## src/rtl/dpot_pkg.sv

```systemverilog
package dpot_pkg;

    localparam int DATA_W = 8;
    localparam int TAP_W  = 7;

    localparam logic [DATA_W-1:0] WIPER_PRESET = 8'h40;

    typedef enum logic [1:0] {
        REG_WIPER = 2'd0,
        REG_GAP   = 2'd1,
        REG_CTRL  = 2'd2,
        REG_SPARE = 2'd3
    } reg_sel_e;

    typedef struct packed {
        logic vol_only;   // 1: address 0 reaches the wiper only
        logic active;     // 0: shutdown requested
    } ctrl_t;

    localparam ctrl_t CTRL_DEFAULT = '{vol_only: 1'b0, active: 1'b1};

    function automatic logic [DATA_W-1:0] ctrl_byte(ctrl_t c, logic busy);
        return {c.vol_only, c.active, busy, 5'b00000};
    endfunction

endpackage

```

## src/rtl/dpot_nv_store.sv

```systemverilog
module dpot_nv_store
    import dpot_pkg::*;
#(
    parameter int               NV_CYCLES = 2_500_000,
    parameter logic [DATA_W-1:0] IVR_INIT = 8'h40
) (
    input  logic              clk,
    input  logic              rst,
    input  logic              drop,
    input  logic              stage_en,
    input  logic [DATA_W-1:0] stage_data,
    input  logic              stop,
    output logic              busy,
    output logic [DATA_W-1:0] ivr
);
    localparam int CNT_W = $clog2(NV_CYCLES + 1);
    localparam logic [CNT_W-1:0] CNT_LOAD = CNT_W'(NV_CYCLES - 1);

    logic              pend;
    logic [DATA_W-1:0] staged;
    logic [CNT_W-1:0]  cnt;

    always_ff @(posedge clk) begin
        if (rst) begin
            ivr    <= IVR_INIT;
            busy   <= 1'b0;
            pend   <= 1'b0;
            cnt    <= '0;
            staged <= '0;
        end else if (drop) begin
            busy <= 1'b0;
            pend <= 1'b0;
            cnt  <= '0;
        end else begin
            if (busy) begin
                if (cnt == '0) begin
                    ivr  <= staged;
                    busy <= 1'b0;
                end else begin
                    cnt <= cnt - 1'b1;
                end
            end else if (stop && pend) begin
                busy <= 1'b1;
                cnt  <= CNT_LOAD;
                pend <= 1'b0;
            end
            if (stage_en) begin
                staged <= stage_data;
                pend   <= 1'b1;
            end
        end
    end

endmodule

```

## src/rtl/dpot_shdn_ctl.sv

```systemverilog
module dpot_shdn_ctl (
    input  logic clk,
    input  logic rst,
    input  logic pin_n,
    input  logic ctrl_active,
    output logic shut
);
    always_ff @(posedge clk) begin
        if (rst) shut <= 1'b0;
        else     shut <= !pin_n || !ctrl_active;
    end
endmodule

```

## src/rtl/dpot_rd_mux.sv

```systemverilog
module dpot_rd_mux
    import dpot_pkg::*;
(
    input  reg_sel_e          sel,
    input  ctrl_t             ctrl,
    input  logic              busy,
    input  logic [DATA_W-1:0] wiper,
    input  logic [DATA_W-1:0] ivr,
    output logic [DATA_W-1:0] dout
);
    always_comb begin
        unique case (sel)
            REG_WIPER: dout = ctrl.vol_only ? wiper : ivr;
            REG_CTRL:  dout = ctrl_byte(ctrl, busy);
            default:   dout = '0;
        endcase
    end
endmodule

```

## src/rtl/dpot_regctl.sv

```systemverilog
module dpot_regctl
    import dpot_pkg::*;
#(
    parameter int               NV_CYCLES = 2_500_000,
    parameter logic [DATA_W-1:0] IVR_INIT = 8'h40
) (
    input  logic              clk,
    input  logic              rst,
    input  logic              supply_ok,
    input  logic              shdn_n_pin,
    input  logic              req_wr,
    input  logic              req_rd,
    input  logic [1:0]        req_addr,
    input  logic [DATA_W-1:0] req_wdata,
    input  logic              bus_stop,
    output logic [TAP_W-1:0]  tap,
    output logic              shutdown,
    output logic              ready,
    output logic [DATA_W-1:0] rdata
);
    logic [DATA_W-1:0] wiper_q;
    ctrl_t             ctrl_q;
    logic              ready_q;
    logic [DATA_W-1:0] rdata_q;
    logic              busy;
    logic [DATA_W-1:0] ivr;
    logic [DATA_W-1:0] rd_byte;
    reg_sel_e          sel;
    logic              live;
    logic              wr_ok;
    logic              stage_en;

    assign sel      = reg_sel_e'(req_addr);
    assign live     = supply_ok && ready_q;
    assign wr_ok    = live && req_wr && !busy;
    assign stage_en = wr_ok && (sel == REG_WIPER) && !ctrl_q.vol_only;

    dpot_nv_store #(.NV_CYCLES(NV_CYCLES), .IVR_INIT(IVR_INIT)) u_nv (
        .clk        (clk),
        .rst        (rst),
        .drop       (!supply_ok),
        .stage_en   (stage_en),
        .stage_data (req_wdata),
        .stop       (bus_stop),
        .busy       (busy),
        .ivr        (ivr)
    );

    dpot_rd_mux u_mux (
        .sel   (sel),
        .ctrl  (ctrl_q),
        .busy  (busy),
        .wiper (wiper_q),
        .ivr   (ivr),
        .dout  (rd_byte)
    );

    dpot_shdn_ctl u_shdn (
        .clk         (clk),
        .rst         (rst),
        .pin_n       (shdn_n_pin),
        .ctrl_active (ctrl_q.active),
        .shut        (shutdown)
    );

    always_ff @(posedge clk) begin
        if (rst) begin
            wiper_q <= WIPER_PRESET;
            ctrl_q  <= CTRL_DEFAULT;
            ready_q <= 1'b0;
            rdata_q <= '0;
        end else if (!supply_ok) begin
            wiper_q <= WIPER_PRESET;
            ctrl_q  <= CTRL_DEFAULT;
            ready_q <= 1'b0;
        end else if (!ready_q) begin
            wiper_q <= ivr;
            ready_q <= 1'b1;
        end else begin
            if (req_rd) rdata_q <= rd_byte;
            if (wr_ok) begin
                case (sel)
                    REG_WIPER: wiper_q <= req_wdata;
                    REG_CTRL:  ctrl_q  <= '{vol_only: req_wdata[7], active: req_wdata[6]};
                    default:   ;
                endcase
            end
        end
    end

    assign tap   = wiper_q[TAP_W-1:0];
    assign ready = ready_q;
    assign rdata = rdata_q;

endmodule

```

## config.mk

```make
export PLATFORM = sky130hd
export DESIGN_NAME = dpot_regctl
export DESIGN_NICKNAME = d
export VERILOG_FILES = /design/src/rtl/dpot_pkg.sv /design/src/rtl/dpot_nv_store.sv /design/src/rtl/dpot_shdn_ctl.sv /design/src/rtl/dpot_rd_mux.sv /design/src/rtl/dpot_regctl.sv
export SDC_FILE = /design/constraint.sdc
export NUM_CORES = 1
export LEC_CHECK = 0
export BUFFER_PORTS_ARGS = -buffer_cell sky130_fd_sc_hd__buf_4
export CAP_MARGIN = 5
export CORE_UTILIZATION = 30
export CTS_CLUSTER_SIZE = 24
export DETAILED_ROUTE_END_ITERATION = 8
export PLACE_DENSITY_LB_ADDON = 0.05
export SETUP_SLACK_MARGIN = 0.5
export SYNTH_ARGS = -nofsm -noshare
export SYNTH_HDL_FRONTEND = slang
export SYNTH_SLANG_ARGS = --single-unit
```

## constraint.sdc

```tcl
create_clock -name clk -period 4.76 [get_ports clk]
set_clock_uncertainty 0.2 [all_clocks]
set_input_delay 0.952 -clock clk [delete_from_list [all_inputs] [get_ports clk]]
set_output_delay 0.952 -clock clk [all_outputs]
set_load 0.05 [all_outputs]
```

==> run_results.csv <==
group,metric,value,unit
clock_tree,cts.clk_slew.worst_paths,0.07,ns
finish,syn2layout_area_growth,16.2,%
drt,drt_iter0_drc,48,
yosys,syn_area,2850,um^2
clock_tree,cts_buffers,9,
floorplanning,start_util,0.308,
floorplanning,die_h,99.5,um
clock_tree,cts_buffer_depth,2,
yosys,synth_cell_type_count,52,
finish,layout-drive-gt1-share,0.186,
clock_tree,root_buffer,"clkbuf_8",
finish,fillers,955,
finish,final_cell_mix,"dfxtp_1, nor2_1, buf_4",
drt,avgViaCountPerCell,5.16,
sta,slew_headroom,0.490,
yosys,mappedNetlistNets,338,
worst_setup_path,cpMaxStageDelayCell,"nor3_4",
drt,drcViolationCount,0,
yosys,ys_ff_latch,60,
sta,max_slew.worst_pin.slew,0.759,ns
yosys,synth_edf_count,0,
global_route,grt_max_degree,28,
run,maxCapViolCount,0,
global_route,antenna_found_initial,0,
min_path,min_path_cells,1,
min_path,hold_end,"u_shdn.shut",
drt,drtPass1Iterations,4,
sta,fin_crit,3.04,ns
finish,finalInstanceArea,3310,um^2
yosys,synthCells,320,
clock_tree,clock_latency,0.33,ns
placement,gp_congestion,0.783,
global_route,grt_pass1_wl,11700,um
yosys,syn_avg_cell_area,8.90,um^2
worst_setup_path,critical_path_class,"reg2reg",
sta,rsz0062_at_grt,"no",
floorplanning,io_pins,34,
sta,setup_violations,0,
finish,final_common_cell,"dfxtp_1",
sta,finalHoldViolations,0,
worst_setup_path,slowest_delay,0.65,ns
power_and_ir_drop,power_per_cell_area,310,nW/um^2
sta,timing.final.crit_share,0.638,
global_route,grt-ovfl-total,0,
global_route,grt_pass1_vias,2335,
status,status,"finished, final reports clean",
power_and_ir_drop,peakVddDrop,0.0000962,V
clock_tree,holdBufCountCts,0,
placement,hpwlAfterDp,5090,um
worst_setup_path,required,4.79,ns
drt,ant_nets,0,
yosys,yosysSeqAreaShare,0.422,
drt,routed_wl,7280,um
worst_setup_path,crit_chain,"inv_1, ha_1, nor4b_1, nand4_1, nor3_4, nor2b_1, a211o_1",
worst_setup_path,path_delay_family,"simple AND/OR/NAND/NOR gates",
sta,clock.fmax,329,MHz
drt,route.vias.total,2447,
worst_setup_path,worstReg2RegStart,"u_nv.cnt[0]",
floorplanning,coreArea,9240,um^2
global_route,grt_use_total,0.154,
finish,finalNetCount,358,
worst_setup_path,r2r_slack,1.72,ns
placement,numPortBuffers,33,
worst_setup_path,worst-path-buf-inv,1,
sta,setup-tns-final,0,ns
worst_setup_path,cp.arrival,3.07,ns
placement,placed_area,3110,um^2
drt,wire_per_inst,15.4,um
worst_setup_path,cp_max_fo,9,
worst_setup_path,critPathCaptureType,"flip-flop",
power_and_ir_drop,p_leak,1.13,nW
min_path,hold_start,"ctrl_q[0]",
worst_setup_path,crit_cells,7,
worst_setup_path,r2r_cells,7,
yosys,synth_warnings,0,
clock_tree,cts.repair.resized,0,
clock_tree,cts.sinks,60,
sta,finalMaxSlewViolations,0,
worst_setup_path,worstReg2RegEnd,"u_nv.ivr[6]",
yosys,synth-async-reset-ratio,0,
worst_setup_path,start_kind,"flip-flop",
finish,antenna_cells,0,
clock_tree,cts_tree,"built",
floorplanning,die_area,9890,um^2
floorplanning,rows,35,
clock_tree,cts-htree-levels,3,
floorplanning,die_w,99.5,um
yosys,synthFlopType,"dfxtp_1",
clock_tree,postCtsSetupBuffers,0,
min_path,min_path_type,"reg2reg",
stage by stage:
step / hold slack [ns] / setup slack, ns / utilization / cells / power [W]
after floorplan: 0.229 / 2.10 / - / 320 / 0.000549
after global placement: 0.261 / 1.58 / 0.337 / 458 / 0.000571
after detailed placement: 0.258 / 1.45 / 0.337 / 458 / 0.000571
after CTS: 0.276 / 1.76 / 0.358 / 474 / 0.00104
after global routing: 0.303 / 1.57 / 0.358 / 474 / 0.00107
final: 0.278 / 1.72 / 0.358 / 474 / 0.00103
Yosys cell counts, drive strengths merged, types with 2 or more instances:
library cell | n | area [um^2]
clkbuf | 10 | 37.5
a31o | 2 | 17.5
nand4b | 5 | 43.8
o21ai | 15 | 75.1
a31oi | 3 | 25.0
nand4 | 5 | 31.3
or4 | 3 | 25.0
dfxtp | 60 | 1200
nand2b | 3 | 18.8
nor2b | 2 | 12.5
inv | 6 | 22.5
nor2 | 51 | 194
a21oi | 14 | 70.1
mux2 | 2 | 22.5
or3 | 3 | 20.0
and3 | 2 | 12.5
mux2i | 25 | 250
o211ai | 2 | 15.0
xnor2 | 3 | 26.3
nor3 | 13 | 76.3
a311oi | 16 | 140
nor4b | 3 | 41.3
a211oi | 6 | 45.0
nor4 | 5 | 31.3
a22oi | 3 | 22.5
buf | 17 | 133
nand3 | 7 | 35.0
nand2 | 19 | 71.3
layout make-up:
type                            instances  area [um^2]  share of cell area
Clock buffer                           10          138              0.0416
Clock inverter                          6         63.8              0.0193
Inverter                                6         22.5             0.00680
Multi-Input combinational cell        227         1460               0.439
Sequential cell                        60         1200               0.363
Tap cell                              129          161              0.0487
Timing Repair Buffer                   36          270              0.0816
logic make-up (layout without fill, tap and decap cells):
logic type,after synthesis,after routing,share of synthesized area
xor+xnor,4,4,0.0123
compound gates,67,67,0.162
buf+inv,33,58,0.0676
flops,60,60,0.422
simple gates,128,128,0.236
mux,27,27,0.0957
fa+ha+maj,1,1,0.00439
state kept, by name (all words and copies together) (netlist names):
| name | count |
|---|---|
| rdata | 8 |
| u_shdn.shut | 1 |
| ready | 1 |
| ctrl_q | 2 |
| u_nv.pend | 1 |
| u_nv.staged | 8 |
| wiper_q | 8 |
| u_nv.ivr | 8 |
| u_nv.cnt | 22 |
| u_nv.busy | 1 |
routing by layer:
metal  up-vias  track usage  wire (um)
li1       1211            -          -
met2        41        0.240       3250
met1      1184        0.209       3690
met4         0       0.0701        113
met3        11       0.0239        229
met5         -            0          0
how the worst max path moves through the flow:
stage | startpoint | endpoint | slack (ns)
2_1_floorplan | req_addr[1] | u_nv.staged[3] | 2.10
3_3_place_gp | req_addr[1] | u_nv.staged[6] | 1.58
3_5_place_dp | supply_ok | u_nv.staged[5] | 1.45
4_1_cts | u_nv.cnt[0] | u_nv.ivr[6] | 1.76
5_1_grt | u_nv.cnt[0] | u_nv.ivr[6] | 1.57
6_report | u_nv.cnt[0] | u_nv.ivr[6] | 1.72
report_power, final:
part,internal (W),switching (W)
logic,0.0000179,0.0000342
clock network,0.000255,0.000214
registers,0.000505,0.00000184
total,0.000777,0.000250
No activity file was read; power rests on OpenSTA's default activity.
